[src/rtl/txt_scan_pkg.sv]
// Package: shared sizes and the computed font for the text scanline generator.
// Assumes glyph cells of 8x8 pixels and four glyph bytes per packed word.
package txt_scan_pkg;

    localparam int GLYPH_PX  = 8;
    localparam int BYTES_PER_WORD = 4;

    // Glyph row byte for a 7-bit code and glyph row.
    function automatic logic [7:0] glyph_bits(input logic [6:0] code, input logic [2:0] g);
        logic [7:0] b;
        if (code < 7'd32)
            b = (8'h80 >> g) ^ {3'b000, code[4:0]};
        else
            b = {code, 1'b0} ^ {g, g, g[2:1]};
        return b;
    endfunction

endpackage

[src/rtl/txt_font_rom.sv]
// Font lookup: maps a character code and a glyph row to 8 pixels.
// Assumes the upper code bit carries no meaning and drops it before lookup.
module txt_font_rom
    import txt_scan_pkg::*;
(
    input  logic [7:0] code,
    input  logic [2:0] glyph_row,
    output logic [7:0] bits
);

    // Drop bit 7, then look up the computed glyph row.
    always_comb begin
        bits = glyph_bits(code[6:0], glyph_row);
    end

endmodule

[src/rtl/txt_fetch.sv]
// Line fetch engine: reads COLS codes for the requested line, one per cycle,
// and hands each glyph byte to the line store one cycle after its address.
// Assumes the character buffer returns data exactly one cycle after rd_en.
module txt_fetch #(
    parameter int COLS   = 80,
    parameter int ROW_W  = 10,
    parameter int ADDR_W = 13,
    localparam int COL_W = $clog2(COLS + 1)
) (
    input  logic              clk,
    input  logic              rst_n,
    input  logic              line_start,
    input  logic [ROW_W-1:0]  row,
    output logic              rd_en,
    output logic [ADDR_W-1:0] rd_addr,
    input  logic [7:0]        rd_data,
    output logic              wr_en,
    output logic [COL_W-1:0]  wr_col,
    output logic [7:0]        wr_byte
);

    logic              busy;
    logic [COL_W-1:0]  col;
    logic [ADDR_W-1:0] base;
    logic [2:0]        grow;
    logic              v_q;
    logic [COL_W-1:0]  c_q;

    // Sequence the column counter and latch line parameters on a pulse.
    always_ff @(posedge clk) begin
        if (!rst_n) begin
            busy <= 1'b0;
            col  <= '0;
            base <= '0;
            grow <= '0;
        end else if (line_start) begin
            busy <= 1'b1;
            col  <= '0;
            base <= ADDR_W'(32'(row >> 3) * COLS);
            grow <= row[2:0];
        end else if (busy) begin
            if (col == COL_W'(COLS - 1))
                busy <= 1'b0;
            col <= col + 1'b1;
        end
    end

    // Track which column the returning data belongs to; drop it on a new pulse.
    always_ff @(posedge clk) begin
        if (!rst_n) begin
            v_q <= 1'b0;
            c_q <= '0;
        end else begin
            v_q <= busy && !line_start;
            c_q <= col;
        end
    end

    assign rd_en   = busy;
    assign rd_addr = base + ADDR_W'(col);
    assign wr_en   = v_q;
    assign wr_col  = c_q;

    txt_font_rom u_font (
        .code      (rd_data),
        .glyph_row (grow),
        .bits      (wr_byte)
    );


    fetch_start_chk: assert property (@(posedge clk) disable iff (!rst_n)
        line_start |=> rd_en);


    fetch_step_chk: assert property (@(posedge clk) disable iff (!rst_n)
        (rd_en && !line_start) |=> (!rd_en || rd_addr == $past(rd_addr) + ADDR_W'(1)));

endmodule

[src/rtl/txt_line_store.sv]
// Double line store: one buffer fills from the fetch engine while the other
// supplies pixels; the roles swap on every line-start pulse.
// Assumes pix_idx stays below COLS*8 whenever its bit is used.
module txt_line_store #(
    parameter int COLS = 80,
    localparam int COL_W = $clog2(COLS + 1),
    localparam int WORDS = (COLS + 3) / 4,
    localparam int WI_W  = (WORDS > 1) ? $clog2(WORDS) : 1,
    localparam int PIX_W = $clog2(COLS * 8 + 1)
) (
    input  logic             clk,
    input  logic             rst_n,
    input  logic             line_start,
    input  logic             wr_en,
    input  logic [COL_W-1:0] wr_col,
    input  logic [7:0]       wr_byte,
    input  logic [PIX_W-1:0] pix_idx,
    output logic             pix_bit
);

    logic [31:0]     lb [2][WORDS];
    logic            disp_sel;
    logic [WI_W-1:0] wr_w;
    logic [WI_W-1:0] rd_w;

    assign wr_w = WI_W'(wr_col >> 2);
    assign rd_w = WI_W'(pix_idx >> 5);

    // Swap display and fill roles on each line-start pulse.
    always_ff @(posedge clk) begin
        if (!rst_n)
            disp_sel <= 1'b0;
        else if (line_start)
            disp_sel <= ~disp_sel;
    end

    // Place each glyph byte in its lane of the fill buffer, lane 0 at the top.
    always_ff @(posedge clk) begin
        if (!rst_n) begin
            for (int b = 0; b < 2; b++)
                for (int w = 0; w < WORDS; w++)
                    lb[b][w] <= '0;
        end else if (wr_en) begin
            lb[~disp_sel][wr_w][{~wr_col[1:0], 3'b000} +: 8] <= wr_byte;
        end
    end

    // Pick the current pixel from the display buffer, MSB of each word first.
    always_comb begin
        pix_bit = lb[disp_sel][rd_w][~pix_idx[4:0]];
    end


    swap_only_on_pulse_chk: assert property (@(posedge clk) disable iff (!rst_n)
        !line_start |=> $stable(disp_sel));

endmodule

[src/rtl/txt_scanline_gen.sv]
// Top: text-mode scanline generator. Prefetches a line of glyph rows into a
// double line store and shifts one pixel out per enabled cycle.
// Assumes line_start and pix_en are never high in the same cycle.
module txt_scanline_gen #(
    parameter int COLS   = 80,
    parameter int ROW_W  = 10,
    parameter int ADDR_W = 13
) (
    input  logic              clk,
    input  logic              rst_n,
    input  logic              line_start,
    input  logic              pix_en,
    input  logic [ROW_W-1:0]  row,
    output logic              rd_en,
    output logic [ADDR_W-1:0] rd_addr,
    input  logic [7:0]        rd_data,
    output logic              pix_out
);

    localparam int COL_W = $clog2(COLS + 1);
    localparam int TOTAL = COLS * 8;
    localparam int PIX_W = $clog2(TOTAL + 1);

    logic             wr_en;
    logic [COL_W-1:0] wr_col;
    logic [7:0]       wr_byte;
    logic [PIX_W-1:0] pix_cnt;
    logic             pix_bit;
    logic             in_line;

    txt_fetch #(.COLS(COLS), .ROW_W(ROW_W), .ADDR_W(ADDR_W)) u_fetch (
        .clk        (clk),
        .rst_n      (rst_n),
        .line_start (line_start),
        .row        (row),
        .rd_en      (rd_en),
        .rd_addr    (rd_addr),
        .rd_data    (rd_data),
        .wr_en      (wr_en),
        .wr_col     (wr_col),
        .wr_byte    (wr_byte)
    );

    txt_line_store #(.COLS(COLS)) u_store (
        .clk        (clk),
        .rst_n      (rst_n),
        .line_start (line_start),
        .wr_en      (wr_en),
        .wr_col     (wr_col),
        .wr_byte    (wr_byte),
        .pix_idx    (pix_cnt),
        .pix_bit    (pix_bit)
    );

    assign in_line = (pix_cnt < PIX_W'(TOTAL));

    // Count enabled pixels within the line, restarting on each pulse.
    always_ff @(posedge clk) begin
        if (!rst_n)
            pix_cnt <= '0;
        else if (line_start)
            pix_cnt <= '0;
        else if (pix_en && in_line)
            pix_cnt <= pix_cnt + 1'b1;
    end

    // Register the pixel, blanking outside the active region and past line end.
    always_ff @(posedge clk) begin
        if (!rst_n)
            pix_out <= 1'b0;
        else
            pix_out <= pix_en && !line_start && in_line && pix_bit;
    end


    reset_quiet_chk: assert property (@(posedge clk)
        !rst_n |=> (!pix_out && !rd_en));


    blank_when_idle_chk: assert property (@(posedge clk) disable iff (!rst_n)
        !pix_en |=> !pix_out);

endmodule

[config.mk]
export PLATFORM = sky130hd
export DESIGN_NAME = txt_scanline_gen
export DESIGN_NICKNAME = d
export VERILOG_FILES = /design/src/rtl/txt_scan_pkg.sv /design/src/rtl/txt_font_rom.sv /design/src/rtl/txt_fetch.sv /design/src/rtl/txt_line_store.sv /design/src/rtl/txt_scanline_gen.sv
export SDC_FILE = /design/constraint.sdc
export NUM_CORES = 2
export LEC_CHECK = 0
export ABC_AREA = 1
export CAP_MARGIN = 20
export CORE_MARGIN = 3
export CORE_UTILIZATION = 29
export CTS_CLUSTER_DIAMETER = 100
export DETAILED_ROUTE_END_ITERATION = 8
export PLACE_DENSITY_LB_ADDON = 0.15
export SYNTH_ARGS = -nofsm -noshare
export SYNTH_HDL_FRONTEND = slang
export SYNTH_SLANG_ARGS = --single-unit
[constraint.sdc]
create_clock -name clk -period 3.9 [get_ports clk]
set_clock_uncertainty 0.05 [all_clocks]
set_input_delay 0.78 -clock clk [delete_from_list [all_inputs] [get_ports clk]]
set_output_delay 0.78 -clock clk [all_outputs]
set_load 0.02 [all_outputs]
=== After elaboration in Yosys (flattened, before gate mapping) ===
Memory sizes are Yosys's and may differ from the RTL's. A register that Yosys moved wholly into a read port is not among the register bits.
Index checks and enable logic that the tools add are counted.

* $add $sub $neg: 4
* Magnitude comparators: 6
* Muxes and demuxes: 20
* Bitwise logic cells: 8
* Reduce and logical (&&, ||, !) cells: 9
* Eq/ne operators: 1
* Shift operators: 3
* Multipliers: 1

{| class="wikitable"
|+ Operators with widths
! cell !! number
|-
| $mux W640 || 3
|-
| $reduce_or A640 Y1 || 1
|-
| $bmux W32 S5 || 1
|-
| $demux W32 S5 || 1
|-
| $mux W32 || 3
|-
| $shift A8 B7 Y32 const A || 1
|-
| $shiftx A8 B7 Y32 || 1
|-
| $add A13 B7 Y13 || 1
|-
| $ge A6 B6 Y1 const B || 2
|-
| $not A5 Y6 || 2
|-
| $add A10 B1 Y10 const B || 1
|-
| $lt A10 B10 Y1 const B || 1
|-
| $mux W1 || 10
|-
| $mul A7 B3 Y9 const B || 1
|-
| $mux W8 || 1
|-
| $shr A8 B3 Y8 const A || 1
|-
| $xor A8 B5 Y8 || 1
|-
| $xor A8 B8 Y8 || 1
|-
| $add A7 B1 Y7 const B || 1
|-
| $eq A7 B7 Y1 const B || 1
|-
| $lt A7 B6 Y1 const B || 1
|-
| $neg A5 Y7 || 1
|-
| $logic_and A1 B1 Y1 || 6
|-
| $lt A5 B6 Y1 const B || 1
|-
| other kinds (7) || 8
|}

* Word-level logic and storage cells: 62
* Memories: 1
* Input bits: 22
* Memory bits (writable): 1,280
* Register bits after elaboration: 40
* Output and inout bits: 15

{| class="wikitable"
|+ Memories
! name !! depth !! bits a word !! read ports !! clocked after Yosys merged registers in !! write ports !! RTL line !! text
|-
| u_store.lb || 2 || 640 || 1 || 1 || 2 || txt_line_store.sv:21 || <nowiki>logic [31:0] lb [2][WORDS];</nowiki>
|}

=== Depth between registers and ports, before layout ===
* Word-level depth: 8
* Gate-level depth with buffers: 21
* Gate-level depth less buffers: 19

=== By module ===
From an unflattened synthesis, not the netlist that was laid out.

* Cells, all modules: 6,228
* Area total of the unflattened synthesis: 60,912.2 um2

{| class="wikitable"
|+ Modules (own cells, without submodules)
! module !! times used !! area each (um2) !! cells each
|-
| txt_line_store || 1 || 58,591.2 || 5,898
|-
| txt_fetch || 1 || 1,441.4 || 180
|-
| txt_scanline_gen || 1 || 565.5 || 85
|-
| txt_font_rom || 1 || 314.1 || 65
|}

=== Worst setup path after synthesis ===
OpenSTA, ideal clock, no wires.

* Path kind: in2reg
* Start: input port rst_n
* End: memory u_store.lb[1][584] (netlist name) (enable)
* Cell stages on the path: 13
* Arrival time: 2.956 ns
* Setup slack: 0.518 ns
* Cells stage by stage: buf_2 -> nand2_1 -> inv_2 -> nand2_4 -> buf_2 -> nor2_1 -> nor4_1 -> nand4_1 -> nor2_1 -> nand3_2 -> buf_2 -> buf_2 -> a21oi_1

{| class="wikitable"
|+ RTL lines
! item !! RTL line !! text
|-
| from (decl) || txt_scanline_gen.sv:10 || <nowiki>input logic rst_n,</nowiki>
|-
| to (decl) || txt_line_store.sv:21 ||
|}

=== Worst setup path after layout ===
* Start: register u_fetch.col[4]
* End: output port rd_addr[10]

* Cells in the longest elaborated chain, start to end: 1

{| class="wikitable"
|+ Ends and longest elaborated chain
! item !! RTL line !! text
|-
| from (decl) || txt_fetch.sv:23 || <nowiki>logic [COL_W-1:0] col;</nowiki>
|-
| from (signal assigned) || txt_fetch.sv:44 || <nowiki>col <= col + 1'b1;</nowiki>
|-
| $add A13 B7 Y13 || txt_fetch.sv:60 || <nowiki>assign rd_addr = base + ADDR_W'(col);</nowiki>
|-
| to (decl) || txt_scanline_gen.sv:15 || <nowiki>output logic [ADDR_W-1:0] rd_addr,</nowiki>
|}

Every way passes these cells.

==> reports/qor_table.md <==
| Result | Reported | Unit |
|:---|:---|:---|
| Clock tree from TritonCTS | done | - |
| DR DRC count | 0 | - |
| Xor-xnor portion of the synthesized cell area | 0.216 | % |
| Portion of netlist area occupied by mux cells | 0 | % |
| Area contributors post-synth | edfxtp_1, nor2_1, nand2_1 | - |
| Post-synth ARST share | 0 | % |
| Data required time of the worst path | 3.07 | ns |
| Fraction of the mapped netlist area in compound gates | 5.29 | % |
| Yosys top cell area share | 63.1 | % |
| Root Driver | clkbuf_16 | - |
| Synth Register Bits | 1321 | - |
| Critical Path Slowest Stage Cell | dfxtp_2 | - |
| Top post-synthesis cells by count | nor2_1, nand2_1, edfxtp_1 | - |
| Post-route total power | 33.7 | mW |
| Dpl cells | 9318 | - |
| Final Critical Period | 3.66 | ns |
| Pre-CTS setup slack | 0.127 | ns |
| Number of buffer and inverter stages on the critical path | 2 | - |
| Routed via count | 46121 | - |
| Worst setup path class | flop to output port | - |
| Avg Synthesized Cell Area | 9.59 | um^2 |
| Count of final setup violators | 0 | - |
| Critical path origin | u_fetch.col[4] | - |
| Cell area after technology mapping | 0.0609 | mm^2 |
| Initial standard-cell utilization of the core | 29.3 | % |
| Largest net degree at the start of global routing | 104 | - |
| Number of max-slew violations in the final report | 0 | - |
| Final Instance Count excl. Fillers | 9594 | - |
| Total core area | 0.208 | mm^2 |
| Yosys top cell by area | edfxtp_1 | - |
| Classification of the worst-slack hold path | flop to flop | - |
| Number of vias per cell | 4.81 | - |
| Cell chain of the critical path | ha_1 > inv_1 > fa_1 > nor2_1 > o21ai_1 > nor3_2 > xor2_1 > clkdlybuf4s15_1 | - |
| Post-synth EDFFs | 1280 | - |
| Routed wirelength normalized by instance count | 23.0 | um |
| Estimated wirelength of the detail-placed design | 145000 | um |
| Fin nets | 6731 | - |
| Worst rel slew slack | 35.1 | % |
| Number of violations of the max-capacitance limit | 0 | - |
| Placed Area | 0.0691 | mm^2 |
| Maximum number of buffers from clock root to sink | 3 | - |
| Count of cell types in the netlist | 40 | - |
| Remaining antenna violation count | 0 | - |
| Aggregate negative setup slack | 0 | ns |
| Maximum level of the CTS H-tree | 4 | - |
| Setup crit end kind | output port | - |
| Layout overhead on the synthesized area | 21.5 | % |
| Final RePlAce weighted congestion | 0.914 | - |
| Launch instance of the worst register-to-register path | u_fetch.wr_col[6] | - |
| Clock network latency to the later pin of the worst-skew pair | 0.82 | ns |
| Outcome | finished clean | - |
| Overflow left after global routing | 0 | - |
| Largest voltage drop on the vdd net | 0.311 | mV |
| Synth Area in Adders | 0.477 | % |
| Height of the chip | 464 | um |
| Die extent in x | 464 | um |
| Via count of the first global-routing pass | 45387 | - |
| Worst endpoint data arrival time | 2.83 | ns |
| Fin crit share | 93.9 | % |
| Number of input and output port buffers inserted | 35 | - |
| Static Leak | 28.7 | nW |
| Number of violations reported at the end of detailed-routing iteration 0 | 4005 | - |
| Wire length of the first global-routing pass | 318000 | um |
| Number of buffers inserted by post-CTS setup repair | 0 | - |
| Final Routed Wirelength | 221000 | um |
| Number of rows created at floorplan | 167 | - |
| Sink count of the clock tree | 1321 | - |
| Design area | 0.0740 | mm^2 |
| Global-route usage over all layers | 20.1 | % |
| Nature of the critical path startpoint | flop | - |
| CP peak stage delay | 0.40 | ns |
| Clock slew seen by the registers of the worst setup and hold paths | 0.06 | ns |
| DR pass1 iterations | 5 | - |
| Slew of the pin with the lowest slew margin | 0.974 | ns |
| Gate family responsible for the most delay along the worst path | adder cells | - |
| PnR worst setup slack | 0.238 | ns |
| Cell Pwr Density | 456 | mW/mm^2 |
| Critical path peak fanout | 7 | - |
| I/O pin cnt | 37 | - |
| Fraction of layout instances using a drive strength above 1 | 13.2 | % |
| Util after Layout | 35.6 | % |
| Share of the yosys chip area belonging to registers | 64.5 | % |
| Most repeated cell in the gate-level netlist after synthesis | nor2_1 | - |
| Most instantiated flip-flop cell in the synthesis netlist | edfxtp_1 | - |
| Largest family of logic cells by synthesized area | simple AND/OR/NAND/NOR gates | - |
| Startpoint of the most critical hold path | u_fetch.base[4] | - |
| Count of hold-fix buffers inserted at cts | 0 | - |
| Synthesized instance count | 6348 | - |
| Tightest hold margin | 0.403 | ns |
| Setup repair after global routing missed its margin | no | - |
| TritonCTS buffer count | 155 | - |
| Area fraction in and, or, nand and nor cells after synthesis | 24.0 | % |
| YS warnings | 0 | - |
| Final count of hold timing violations | 0 | - |
| Post-Syn Nets | 6392 | - |
| Antenna violations before repair | 4 | - |
| FMAX | 273 | MHz |
| Area of the die | 0.215 | mm^2 |
[layout by cell type (no fill, tap or decap), types with 37 or more instances in the layout]
cell type	n
nor2_1	1494
nand3_2	60
edfxtp_1	1280
clkbuf_16	155
buf_12	146
a21oi_1	70
o21ai_0	423
clkbuf_1	37
inv_1	397
nand2_1	1429
nand3_1	476
buf_4	413
o211ai_1	63
[worst min-delay path, stage by stage (launching register included)]
cell and delay, ns:
dfxtp_1 0.31, nand2_1 0.06, nand2_1 0.04
[where the power goes]
part           switching (mW)  internal [mW]  total [mW]
clock                    6.21           8.16        14.4
sequential              0.207           16.3        16.5
combinational            1.96          0.907        2.87
total                    8.38           25.3        33.7
[metal layers]
metal,vias up,GRT usage (%),routed length (um),part of all wire (%)
met3,317,3.43,12900,5.8
met4,2,6.84,7380,3.3
li1,21786,-,-,-
met1,22746,27.2,97400,44
met5,-,0,13,0.0059
met2,1270,32.6,103000,47
[cell families (layout without fill, tap and decap cells)]
kind of cell	after synthesis	count (layout)
DFF	1321	1321
adders and majority gates	22	22
buffers and inverters	845	1301
and+or+nand+nor	3549	3549
AOI/OAI and AO/OA	596	596
other	0	2
xor gates and xnor gates	15	15
[area by class of cell]
class / instances / area, um^2
clock inverters: 80 / 858
well taps: 2788 / 3490
flip-flops and latches: 1321 / 39300
clock buffers: 194 / 4050
inverters: 434 / 1650
diodes: 2 / 5.00
fillers: 21161 / 134000
repair buffers: 593 / 6370
multi-input cells: 4182 / 18300
[final timing paths]
path | to | slack (ns) | cells past startpoint
min | u_fetch.base[4] | 0.40 | 2
max | rd_addr[10] | 0.24 | 8
max reg2reg | u_store.lb[0][169] | 0.43 | 13
min reg2reg | u_fetch.base[4] | 0.40 | 2
[what timing repair did]
item | in CTS | in global routing
setup endpoints to repair | 3 | 4
gates resized for setup | 8 | 6
pin swaps | 0 | 2
[state kept, by name (all words and copies together), names as in the netlist, named ones only]
signal / count
u_store.lb: 1280
u_store.disp_sel: 1
u_fetch.wr_en: 1
u_fetch.grow: 3
pix_cnt: 10
u_fetch.col: 7
u_fetch.rd_en: 1
u_fetch.wr_col: 7
pix_out: 1
u_fetch.base: 9
Power figures use the tool's default switching activity.
